<file path="src/rtl/mbox_seq_pkg.sv">
package mbox_seq_pkg;

  typedef enum logic [2:0] {
    ST_IDLE,
    ST_LOAD,
    ST_POLL,
    ST_GAP,
    ST_FETCH,
    ST_ACK
  } seq_st_t;

  localparam logic [7:0] ADR_STATUS  = 8'h02;
  localparam logic [7:0] ADR_OUT_LO  = 8'h31;
  localparam logic [7:0] ADR_IN_CMD  = 8'h38;
  localparam logic [7:0] ADR_IN_OPND = 8'h39;
  localparam logic [7:0] ADR_IN_ARM  = 8'h3F;
  localparam logic [7:0] ADR_BELL    = 8'h40;

  localparam logic [7:0] ARM_VALUE   = 8'h80;
  localparam logic [7:0] BELL_VALUE  = 8'h01;
  localparam int         FLAG_BIT    = 1;

endpackage

</file>
<file path="src/rtl/mbox_step_decode.sv">
module mbox_step_decode
  import mbox_seq_pkg::*;
#(
  parameter int NBYTES = 4,
  localparam int STEP_W = $clog2(NBYTES + 3)
) (
  input  logic [STEP_W-1:0]   step,
  input  logic [7:0]          code,
  input  logic [8*NBYTES-1:0] opnd,
  output logic [7:0]          addr,
  output logic [7:0]          wdata,
  output logic                last
);

  localparam int LAST_STEP = NBYTES + 2;

  logic [STEP_W-1:0] byte_idx;

  always_comb begin
    byte_idx = step - STEP_W'(2);
    last     = (step == STEP_W'(LAST_STEP));
    if (step == '0) begin
      addr  = ADR_IN_ARM;
      wdata = ARM_VALUE;
    end else if (step == STEP_W'(1)) begin
      addr  = ADR_IN_CMD;
      wdata = code;
    end else if (step < STEP_W'(LAST_STEP)) begin
      addr  = ADR_IN_OPND + 8'(byte_idx);
      wdata = opnd[8*byte_idx +: 8];
    end else begin
      addr  = ADR_BELL;
      wdata = BELL_VALUE;
    end
  end

endmodule

</file>
<file path="src/rtl/mbox_gap_timer.sv">
module mbox_gap_timer #(
  parameter int GAP_W = 16
) (
  input  logic             clk,
  input  logic             rst,
  input  logic             load,
  input  logic [GAP_W-1:0] len,
  output logic             expired
);

  logic [GAP_W-1:0] cnt;

  always_ff @(posedge clk) begin
    if (rst) begin
      cnt <= '0;
    end else if (load) begin
      cnt <= len;
    end else if (cnt != '0) begin
      cnt <= cnt - GAP_W'(1);
    end
  end

  assign expired = (cnt == '0);

endmodule

</file>
<file path="src/rtl/mbox_byte_gather.sv">
module mbox_byte_gather #(
  parameter int NBYTES = 4
) (
  input  logic                clk,
  input  logic                rst,
  input  logic                clear,
  input  logic                shift,
  input  logic [7:0]          din,
  output logic [8*NBYTES-1:0] word
);

  always_ff @(posedge clk) begin
    if (rst || clear) begin
      word <= '0;
    end else if (shift) begin
      word <= {din, word[8*NBYTES-1:8]};
    end
  end

endmodule

</file>
<file path="src/rtl/mbox_seq.sv">
module mbox_seq
  import mbox_seq_pkg::*;
#(
  parameter int NBYTES  = 4,
  parameter int RETRIES = 10,
  parameter int GAP_W   = 16,
  localparam int OPND_W = 8 * NBYTES,
  localparam int STEP_W = $clog2(NBYTES + 3),
  localparam int TRY_W  = $clog2(RETRIES + 1)
) (
  input  logic              clk,
  input  logic              rst,
  input  logic              cmd_valid,
  input  logic [7:0]        cmd_code,
  input  logic [OPND_W-1:0] cmd_opnd,
  input  logic              cmd_read,
  input  logic [GAP_W-1:0]  poll_gap,
  output logic              busy,
  output logic              done,
  output logic              err_bus,
  output logic              err_timeout,
  output logic [OPND_W-1:0] result,
  output logic              reg_req,
  output logic              reg_we,
  output logic [7:0]        reg_addr,
  output logic [7:0]        reg_wdata,
  input  logic              reg_ack,
  input  logic              reg_err,
  input  logic [7:0]        reg_rdata
);

  seq_st_t           st;
  logic [7:0]        code_q;
  logic [OPND_W-1:0] opnd_q;
  logic              rd_q;
  logic [STEP_W-1:0] step;
  logic [TRY_W-1:0]  tries;
  logic [7:0]        stat_q;

  logic [7:0]        dec_addr, dec_wdata;
  logic              dec_last;
  logic              gap_expired;
  logic [OPND_W-1:0] gathered;

  logic acc_done, acc_ok, flag_seen;
  logic fin_bus, fin_to, fin_ok, fin_any;
  logic accept, gap_load, fetch_shift;

  assign acc_done  = reg_req && reg_ack;
  assign acc_ok    = acc_done && !reg_err;
  assign flag_seen = reg_rdata[FLAG_BIT];

  assign accept      = (st == ST_IDLE) && cmd_valid;
  assign fin_bus     = acc_done && reg_err;
  assign fin_to      = (st == ST_POLL) && acc_ok && !flag_seen
                       && (tries == TRY_W'(RETRIES));
  assign fin_ok      = (st == ST_ACK) && acc_ok;
  assign fin_any     = fin_bus || fin_to || fin_ok;
  assign gap_load    = (st == ST_POLL) && acc_ok && !flag_seen
                       && (tries != TRY_W'(RETRIES));
  assign fetch_shift = (st == ST_FETCH) && acc_ok;

  mbox_step_decode #(.NBYTES(NBYTES)) u_dec (
    .step  (step),
    .code  (code_q),
    .opnd  (opnd_q),
    .addr  (dec_addr),
    .wdata (dec_wdata),
    .last  (dec_last)
  );

  mbox_gap_timer #(.GAP_W(GAP_W)) u_gap (
    .clk     (clk),
    .rst     (rst),
    .load    (gap_load),
    .len     (poll_gap),
    .expired (gap_expired)
  );

  mbox_byte_gather #(.NBYTES(NBYTES)) u_gather (
    .clk   (clk),
    .rst   (rst),
    .clear (accept),
    .shift (fetch_shift),
    .din   (reg_rdata),
    .word  (gathered)
  );

  always_ff @(posedge clk) begin
    if (rst) begin
      st          <= ST_IDLE;
      code_q      <= '0;
      opnd_q      <= '0;
      rd_q        <= 1'b0;
      step        <= '0;
      tries       <= '0;
      stat_q      <= '0;
      busy        <= 1'b0;
      done        <= 1'b0;
      err_bus     <= 1'b0;
      err_timeout <= 1'b0;
      result      <= '0;
      reg_req     <= 1'b0;
      reg_we      <= 1'b0;
      reg_addr    <= '0;
      reg_wdata   <= '0;
    end else begin
      done        <= 1'b0;
      err_bus     <= 1'b0;
      err_timeout <= 1'b0;
      if (fin_any) begin
        st          <= ST_IDLE;
        reg_req     <= 1'b0;
        busy        <= 1'b0;
        done        <= 1'b1;
        err_bus     <= fin_bus;
        err_timeout <= fin_to;
        result      <= (fin_ok && rd_q) ? gathered : '0;
      end else begin
        unique case (st)
          ST_IDLE: begin
            if (cmd_valid) begin
              code_q <= cmd_code;
              opnd_q <= cmd_opnd;
              rd_q   <= cmd_read;
              step   <= '0;
              tries  <= '0;
              busy   <= 1'b1;
              st     <= ST_LOAD;
            end
          end
          ST_LOAD: begin
            if (!reg_req) begin
              reg_req   <= 1'b1;
              reg_we    <= 1'b1;
              reg_addr  <= dec_addr;
              reg_wdata <= dec_wdata;
            end else if (reg_ack) begin
              reg_req <= 1'b0;
              if (dec_last) begin
                st <= ST_POLL;
              end else begin
                step <= step + STEP_W'(1);
              end
            end
          end
          ST_POLL: begin
            if (!reg_req) begin
              reg_req   <= 1'b1;
              reg_we    <= 1'b0;
              reg_addr  <= ADR_STATUS;
              reg_wdata <= '0;
            end else if (reg_ack) begin
              reg_req <= 1'b0;
              if (flag_seen) begin
                stat_q <= reg_rdata;
                step   <= '0;
                st     <= rd_q ? ST_FETCH : ST_ACK;
              end else begin
                tries <= tries + TRY_W'(1);
                st    <= ST_GAP;
              end
            end
          end
          ST_GAP: begin
            if (gap_expired) begin
              st <= ST_POLL;
            end
          end
          ST_FETCH: begin
            if (!reg_req) begin
              reg_req   <= 1'b1;
              reg_we    <= 1'b0;
              reg_addr  <= ADR_OUT_LO + 8'(step);
              reg_wdata <= '0;
            end else if (reg_ack) begin
              reg_req <= 1'b0;
              step    <= step + STEP_W'(1);
              if (step == STEP_W'(NBYTES - 1)) begin
                st <= ST_ACK;
              end
            end
          end
          ST_ACK: begin
            if (!reg_req) begin
              reg_req   <= 1'b1;
              reg_we    <= 1'b1;
              reg_addr  <= ADR_STATUS;
              reg_wdata <= stat_q | (8'h01 << FLAG_BIT);
            end
          end
          default: st <= ST_IDLE;
        endcase
      end
    end
  end

endmodule

</file>
<file path="config.mk">
export PLATFORM = sky130hd
export DESIGN_NAME = mbox_seq
export DESIGN_NICKNAME = d
export VERILOG_FILES = /design/src/rtl/mbox_seq_pkg.sv /design/src/rtl/mbox_step_decode.sv /design/src/rtl/mbox_gap_timer.sv /design/src/rtl/mbox_byte_gather.sv /design/src/rtl/mbox_seq.sv
export SDC_FILE = /design/constraint.sdc
export NUM_CORES = 1
export LEC_CHECK = 0
export ABC_AREA = 1
export BUFFER_PORTS_ARGS = -buffer_cell sky130_fd_sc_hd__buf_4
export CAP_MARGIN = 0
export CORE_MARGIN = 2
export CORE_UTILIZATION = 35
export DETAILED_ROUTE_END_ITERATION = 16
export PLACE_DENSITY = 0.62
export RECOVER_POWER = 100
export SETUP_SLACK_MARGIN = 0.05
export SLEW_MARGIN = 20
export SYNTH_ARGS = -nofsm -noshare
export SYNTH_HDL_FRONTEND = slang
export SYNTH_SLANG_ARGS = --single-unit
</file>
<file path="constraint.sdc">
create_clock -name clk -period 2.33 [get_ports clk]
set_input_delay 0.466 -clock clk [delete_from_list [all_inputs] [get_ports clk]]
set_output_delay 0.466 -clock clk [all_outputs]
set_load 0.005 [all_outputs]
</file>
# Word-level counts from Yosys, hierarchy flattened
# Cells that the tools add are included.
[totals] out_inout_bits=54 in_bits=70 ff_bits=161 n_memories=0 ram_bits=0 latchBits=0 mem_bits_ro=0
[classes] muxes=52 bitwise=2 n_eq_ne=29 n_reduce_logical=42 n_addsub=6 n_lt_le_gt_ge=1 div_mod_pow=0 mul=0 n_shift=1
[ops] operator="two-way mux 8 bit" count=12
[ops] operator="two-way mux 3 bit" count=20
[ops] operator="case mux 8 bit (3 select lines)" count=2
[ops] operator="inequality test 2 bit (second input constant)" count=18
[ops] operator="two-way mux 16 bit" count=2
[ops] operator="two-way mux 32 bit" count=1
[ops] operator="indexed part select 32 x 7 -> 8 bit" count=1
[ops] operator="AND reduction 11 bit" count=2
[ops] operator="case mux 3 bit (6 select lines)" count=1
[ops] operator="zero test 16 bit" count=1
[ops] operator="two-way mux 4 bit" count=4
[ops] operator="nonzero test 16 bit" count=1
[ops] operator="subtractor 16 x 1 -> 16 bit (second input constant)" count=1
[ops] operator="AND reduction 5 bit" count=3
[ops] operator="adder 6 x 3 -> 7 bit (first input constant)" count=2
[ops] operator="case mux 3 bit (4 select lines)" count=1
[ops] operator="logical AND 1 bit" count=11
[ops] operator="OR reduction 2 bit" count=5
[ops] operator="== test 3 x 2 -> 1 bit (second input constant)" count=3
[ops] operator="== test 3 bit (second input constant)" count=3
[ops] operator="case mux 4 bit (2 select lines)" count=1
[ops] operator="nonzero test 2 bit" count=4
[ops] operator="== test 3 x 1 -> 1 bit (second input constant)" count=2
[ops] operator="zero test 3 bit" count=2
[ops] operator="other kinds (19)" count=30

# Logic depth before layout (Yosys ltp)
[depth] word_depth=9 mapped_depth=11 ltp_nobuf=10

# Modules after synthesis
# Synthesis repeated with hierarchy kept, for this count alone.
[hier_totals] cells_unflattened=1150 hier_area_um2=7749.9
[by_module_without_submodules] mod="mbox_seq" cells_each=632 n_inst=1 area_each_um2=4596.9
[by_module_without_submodules] mod="mbox_byte_gather" cells_each=203 n_inst=1 area_each_um2=1353.8
[by_module_without_submodules] mod="mbox_gap_timer" cells_each=178 n_inst=1 area_each_um2=1128.6
[by_module_without_submodules] mod="mbox_step_decode" cells_each=137 n_inst=1 area_each_um2=670.6

# Least setup slack after synthesis
# No wires, ideal clock.
[synth_path] path_type="register -> register" startpoint="register step[1]" endpoint="register reg_wdata[1]" setup_ns=0.074 synth_period_minus_slack_ns=1.875 arrival_ns=1.801 setup_slack_ns=0.455 stages_incl_launch_ff=11 required_ns=2.256 cell_sequence="dfxtp_1 -> buf_2 -> clkinv_1 -> ha_1 -> nand2_1 -> nand2_1 -> nor2_1 -> nand3_1 -> nand2_1 -> nand2_1 -> a31oi_1"
[synth_via] elab_chain_len=7 elab_cells_between_ends=10
[synth_lines] item="from (decl)" line="mbox_seq.sv:36" text="logic [STEP_W-1:0] step;"
[synth_lines] item="from (signal assigned)" line="mbox_seq.sv:143" text="step <= step + STEP_W'(1);"
[synth_lines] item="from (signal assigned)" line="mbox_seq.sv:178" text="step <= step + STEP_W'(1);"
[synth_lines] item="subtractor 3 x 2 -> 3 bit" line="mbox_step_decode.sv:20" text="byte_idx = step - STEP_W'(2);"
[synth_lines] item="indexed part select 32 x 7 -> 8 bit" line="mbox_step_decode.sv:30" text="wdata = opnd[8*byte_idx +: 8];"
[synth_lines] item="two-way mux 8 bit" line="mbox_step_decode.sv:28" text="end else if (step < STEP_W'(LAST_STEP)) begin"
[synth_lines] item="two-way mux 8 bit" line="mbox_step_decode.sv:25" text="end else if (step == STEP_W'(1)) begin"
[synth_lines] item="two-way mux 8 bit *" line="mbox_step_decode.sv:22" text="if (step == '0) begin"
[synth_lines] item="two-way mux 8 bit *" line="mbox_seq.sv:133" text="if (!reg_req) begin"
[synth_lines] item="case mux 8 bit (3 select lines) *" line="mbox_seq.sv:120" text="unique case (st)"
[synth_lines] item="to (signal assigned)" line="mbox_seq.sv:137" text="reg_wdata <= dec_wdata;"
[synth_lines] item="to (signal assigned)" line="mbox_seq.sv:189" text="reg_wdata <= stat_q | (8'h01 << FLAG_BIT);"
[synth_lines] item="to (decl)" line="mbox_seq.sv:26" text="output logic [7:0] reg_wdata,"
# Mark *: on every way between the ends. The rest lies on a longest branch, timed or not. The select of a mux whose other input is x is not followed.
# A chain may end at the register's enable or synchronous reset.

# Worst setup path in the final report
[layout_path] startpoint="register reg_req" endpoint="register u_gap.cnt[1]"
[layout_via] elab_chain_len=6 elab_cells_between_ends=7
[layout_lines] item="from (decl)" line="mbox_seq.sv:23" text="output logic reg_req,"
[layout_lines] item="from (signal assigned)" line="mbox_seq.sv:103" text="reg_req <= 1'b0;"
[layout_lines] item="from (signal assigned)" line="mbox_seq.sv:113" text="reg_req <= 1'b0;"
[layout_lines] item="from (signal assigned)" line="mbox_seq.sv:134" text="reg_req <= 1'b1;"
[layout_lines] item="logical AND 1 bit *" line="mbox_seq.sv:49" text="assign acc_done = reg_req && reg_ack;"
[layout_lines] item="logical AND 1 bit *" line="mbox_seq.sv:50" text="assign acc_ok = acc_done && !reg_err;"
[layout_lines] item="logical AND 1 bit * (2 in series)" line="mbox_seq.sv:59" text="assign gap_load = (st == ST_POLL) && acc_ok && !flag_seen"
[layout_lines] item="logical AND 1 bit *" line="mbox_seq.sv:60" text="&& (tries != TRY_W'(RETRIES));"
[layout_lines] item="two-way mux 16 bit or nonzero test 2 bit (tied branches)"
[layout_lines] item="to (signal assigned)" line="mbox_gap_timer.sv:17" text="cnt <= len;"
[layout_lines] item="to (signal assigned)" line="mbox_gap_timer.sv:19" text="cnt <= cnt - GAP_W'(1);"
[layout_lines] item="to (decl)" line="mbox_gap_timer.sv:11" text="logic [GAP_W-1:0] cnt;"
# Mark *: on every way between the ends. The rest lies on a longest branch, timed or not.

==> reports/summary.txt <==
Reg power frac: 37.0%
Via/cell ratio: 4.70
Post-synthesis sequential area ratio: 44.4%
Leakage power total: 4.03 nW
TritonCTS clock tree: built
Met3 Usage GRT: 4.78%
Final #Nets: 1217
Switching Share: 39.2%
Longest Clk Path Bufs: 2
Synth Instances: 1027
CP Cell Sequence: nand2_1, nor2_1, nand3_2, inv_2, nor2_1, inv_1, nand2_1, a21oi_1
Worst Hold Class: input pin to flop
DP Area: 8320 um^2
Drt first-iter violations: 354
Crit path required time: 2.69 ns
Cell taking the most area after synthesis: dfxtp_1
PwrDens: 1100 nW/um^2
Netlist cell types: 35
Final Setup Violations: 0
Chip Height: 147 um
Slowest-stage cell, CP: dfxtp_1
Synth Cell Area: 7160 um^2
Status: complete, no violations
Switch Pwr: 3.78 mW
CP Class: flop to flop
Worst-path clk slew: 0.07 ns
Busiest grt layer: met2
Mean routed wirelength per cell: 13.3 um
DP HPWL: 13.4 mm
Vias in the first global route: 6205
Ys flop type: dfxtp_1
Cells taking the most area after synthesis: dfxtp_1, nand2_1, nor2_1, a21oi_1, nand3_1
Share of the synthesized area in the top cell type: 44.4%
Arr. time, crit path: 2.41 ns
IO Port Bufs: 122
Die Width: 147 um
Total wire length: 18.9 mm
Worst Max-Slew Pin Slew: 0.909 ns
DRC: 0
Worst Skew: 0.0111 ns
Share of flip-flops with an asynchronous set or reset: 0%
Grt ovf: 0
Core box area: 20200 um^2
Core Rows: 52
DR vias: 6676
Minimum period implied by the final worst setup slack: 2.06 ns
Pre-antenna DRT Iters: 5
Max-slew violations: 0
Met1 Resource Use GR: 23.7%
RSZ-0062 raised after global routing: false
Setup TNS: 0 ns
Clk_lat worst skew: 0.43 ns
Starting Density: 35.5%
Max Cap Viol: 0
Startpoint Class: flop
Post-synthesis register bit count: 159
CTS Sinks: 159
Global-route usage over all layers: 17.7%
Die area: 21600 um^2
FILL cells: 2147
Share of layout cells above drive strength 1: 15.8%
ANT cells: 0
Pin count of the biggest net entering global routing: 92
Internal Power: 5.87 mW
CTS HTree Levels: 4
Initial antenna violation count: 0
Synth warn: 0
Relative slew slack: 39.4%
Root Buffer: clkbuf_16
# hold bufs at CTS: 0
Io pins: 124
Met2 usage: 28.5%
Mean Syn Cell Area: 6.98 um^2
Post-synthesis net count: 1108
Max FO, Critical Path: 16
Critical Path Sink Type: flop
Placed Cells incl. Taps: 1387
Peak Freq: 487 MHz
Routed Antenna Nets: 0
Layout Cells excl Fill: 1419
Ratio of final minimum period to clock period: 88.2%
Post-CTS Resized: 0
GP Congestion: 0.863
Design area: 8770 um^2
Number of flops mapped to enable cells by yosys: 0
P&R area growth vs syn: 22.4%
Final Hold Viols: 0
Cts bufs inserted: 17
Core Util, Final: 43.5%
Final total power: 9.64 mW
Clock share of power: 26.4%
Logic pwr share: 36.6%
Critical path's largest stage delay: 0.49 ns
Postcts setup bufs: 0
Peak supply drop: 455 uV
First-pass GRT wire length: 30.9 mm
==> state kept, by name (all words and copies together) (netlist names) <==
register       count
opnd_q            32
result            32
u_gather.word     32
u_gap.cnt         16
code_q             8
reg_wdata          8
reg_addr           7
stat_q             7
tries              4
st                 3
step               3
busy               1
done               1
err_bus            1
err_timeout        1
rd_q               1
reg_req            1
reg_we             1
==> power by group through the flow <==
stage	clock network [mW]	registers [mW]	logic, mW
floorplan	0	3.51	2.65
global placement	0	3.63	3.57
detailed placement	0	3.62	3.61
CTS	2.61	3.57	3.63
global route	2.73	3.62	4.07
finish	2.55	3.57	3.53
==> layout make-up <==
type                    count  area [um^2]  share of cell area, %
well taps                 270          338                   3.85
multi-input cells         757         3450                   39.3
clock buffers              18          429                   4.89
repair buffers            138         1020                   11.7
flip-flops and latches    159         3180                   36.3
clock inverters            14          113                   1.28
inverters                  63          236                   2.70
==> synthesized netlist by cell type, types with 5 or more instances <==
library cell and instances:
o211ai_1 5, xor2_1 9, a21oi_1 72, nand2_2 7, buf_6 5, buf_4 5
nand2_1 255, nand3_1 72, buf_2 19, clkbuf_1 18, nand3b_1 6, o21ai_0 55
nor2_1 194, dfxtp_1 159, nor2_2 6, o21ai_1 36, ha_1 11, nor3_1 10
inv_1 52, inv_2 9
==> layout by cell type (no fill, tap or decap), types with 9 or more instances in the layout <==
cell type  instances
dfxtp_1          159
clkbuf_4          41
nand3_1           73
nor2_1           198
inv_1             52
a21oi_1           72
ha_1              11
nor3_1            10
clkbuf_16         17
clkbuf_1          12
buf_4             80
o21ai_1           17
xor2_1             9
nand2_1          259
inv_2             10
o21ai_0           74
==> per-layer routing <==
metal  vias up  wire length, um
met2       132             8680
met5         -                0
met4         0              212
li1       3525                -
met1      3004             9080
met3        15              926
==> critical path, delay by kind of cell, from the launching register on <==
kind / cells / cell delay (ns)
DFF: 1 / 0.49
buffers and inverters: 2 / 0.42
AOI/OAI and AO/OA: 1 / 0.12
and+or+nand+nor: 5 / 0.95
==> cells by family (layout without fill, tap and decap cells) <==
logic type / count (synthesis) / after routing / share of synthesized area, %
XOR/XNOR: 10 / 10 / 1.22
other: 1 / 1 / 0.0523
flip-flops: 159 / 159 / 44.4
buffers and inverters: 111 / 233 / 6.97
AND/OR/NAND/NOR: 564 / 564 / 33.2
adder cells (fa/ha/maj): 11 / 11 / 1.92
AO/OA/AOI/OAI: 171 / 171 / 12.2
==> final timing paths <==
check / from / to / slack, ns / depth (start not counted)
hold / removal: cmd_code[6] / code_q[6]$_SDFFE_PP0P_ / 0.26 / 3
hold reg to reg: result[7]$_SDFFE_PP0P_ / result[7]$_SDFFE_PP0P_ / 0.44 / 2
setup / recovery: reg_req$_SDFFE_PP0P_ / u_gap.cnt[1]$_SDFFE_PP0P_ / 0.27 / 8
setup reg to reg: reg_req$_SDFFE_PP0P_ / u_gap.cnt[1]$_SDFFE_PP0P_ / 0.27 / 8
==> stage by stage <==
stage | hold slack (ns) | worst slack (ns)
global route | 0.254 | 0.130
CTS | 0.241 | 0.357
floorplan | 0.439 | 0.455
finish | 0.258 | 0.275
global placement | 0.432 | 0.374
detailed placement | 0.439 | 0.301
Note: power is estimated with default switching activity, not from simulation.
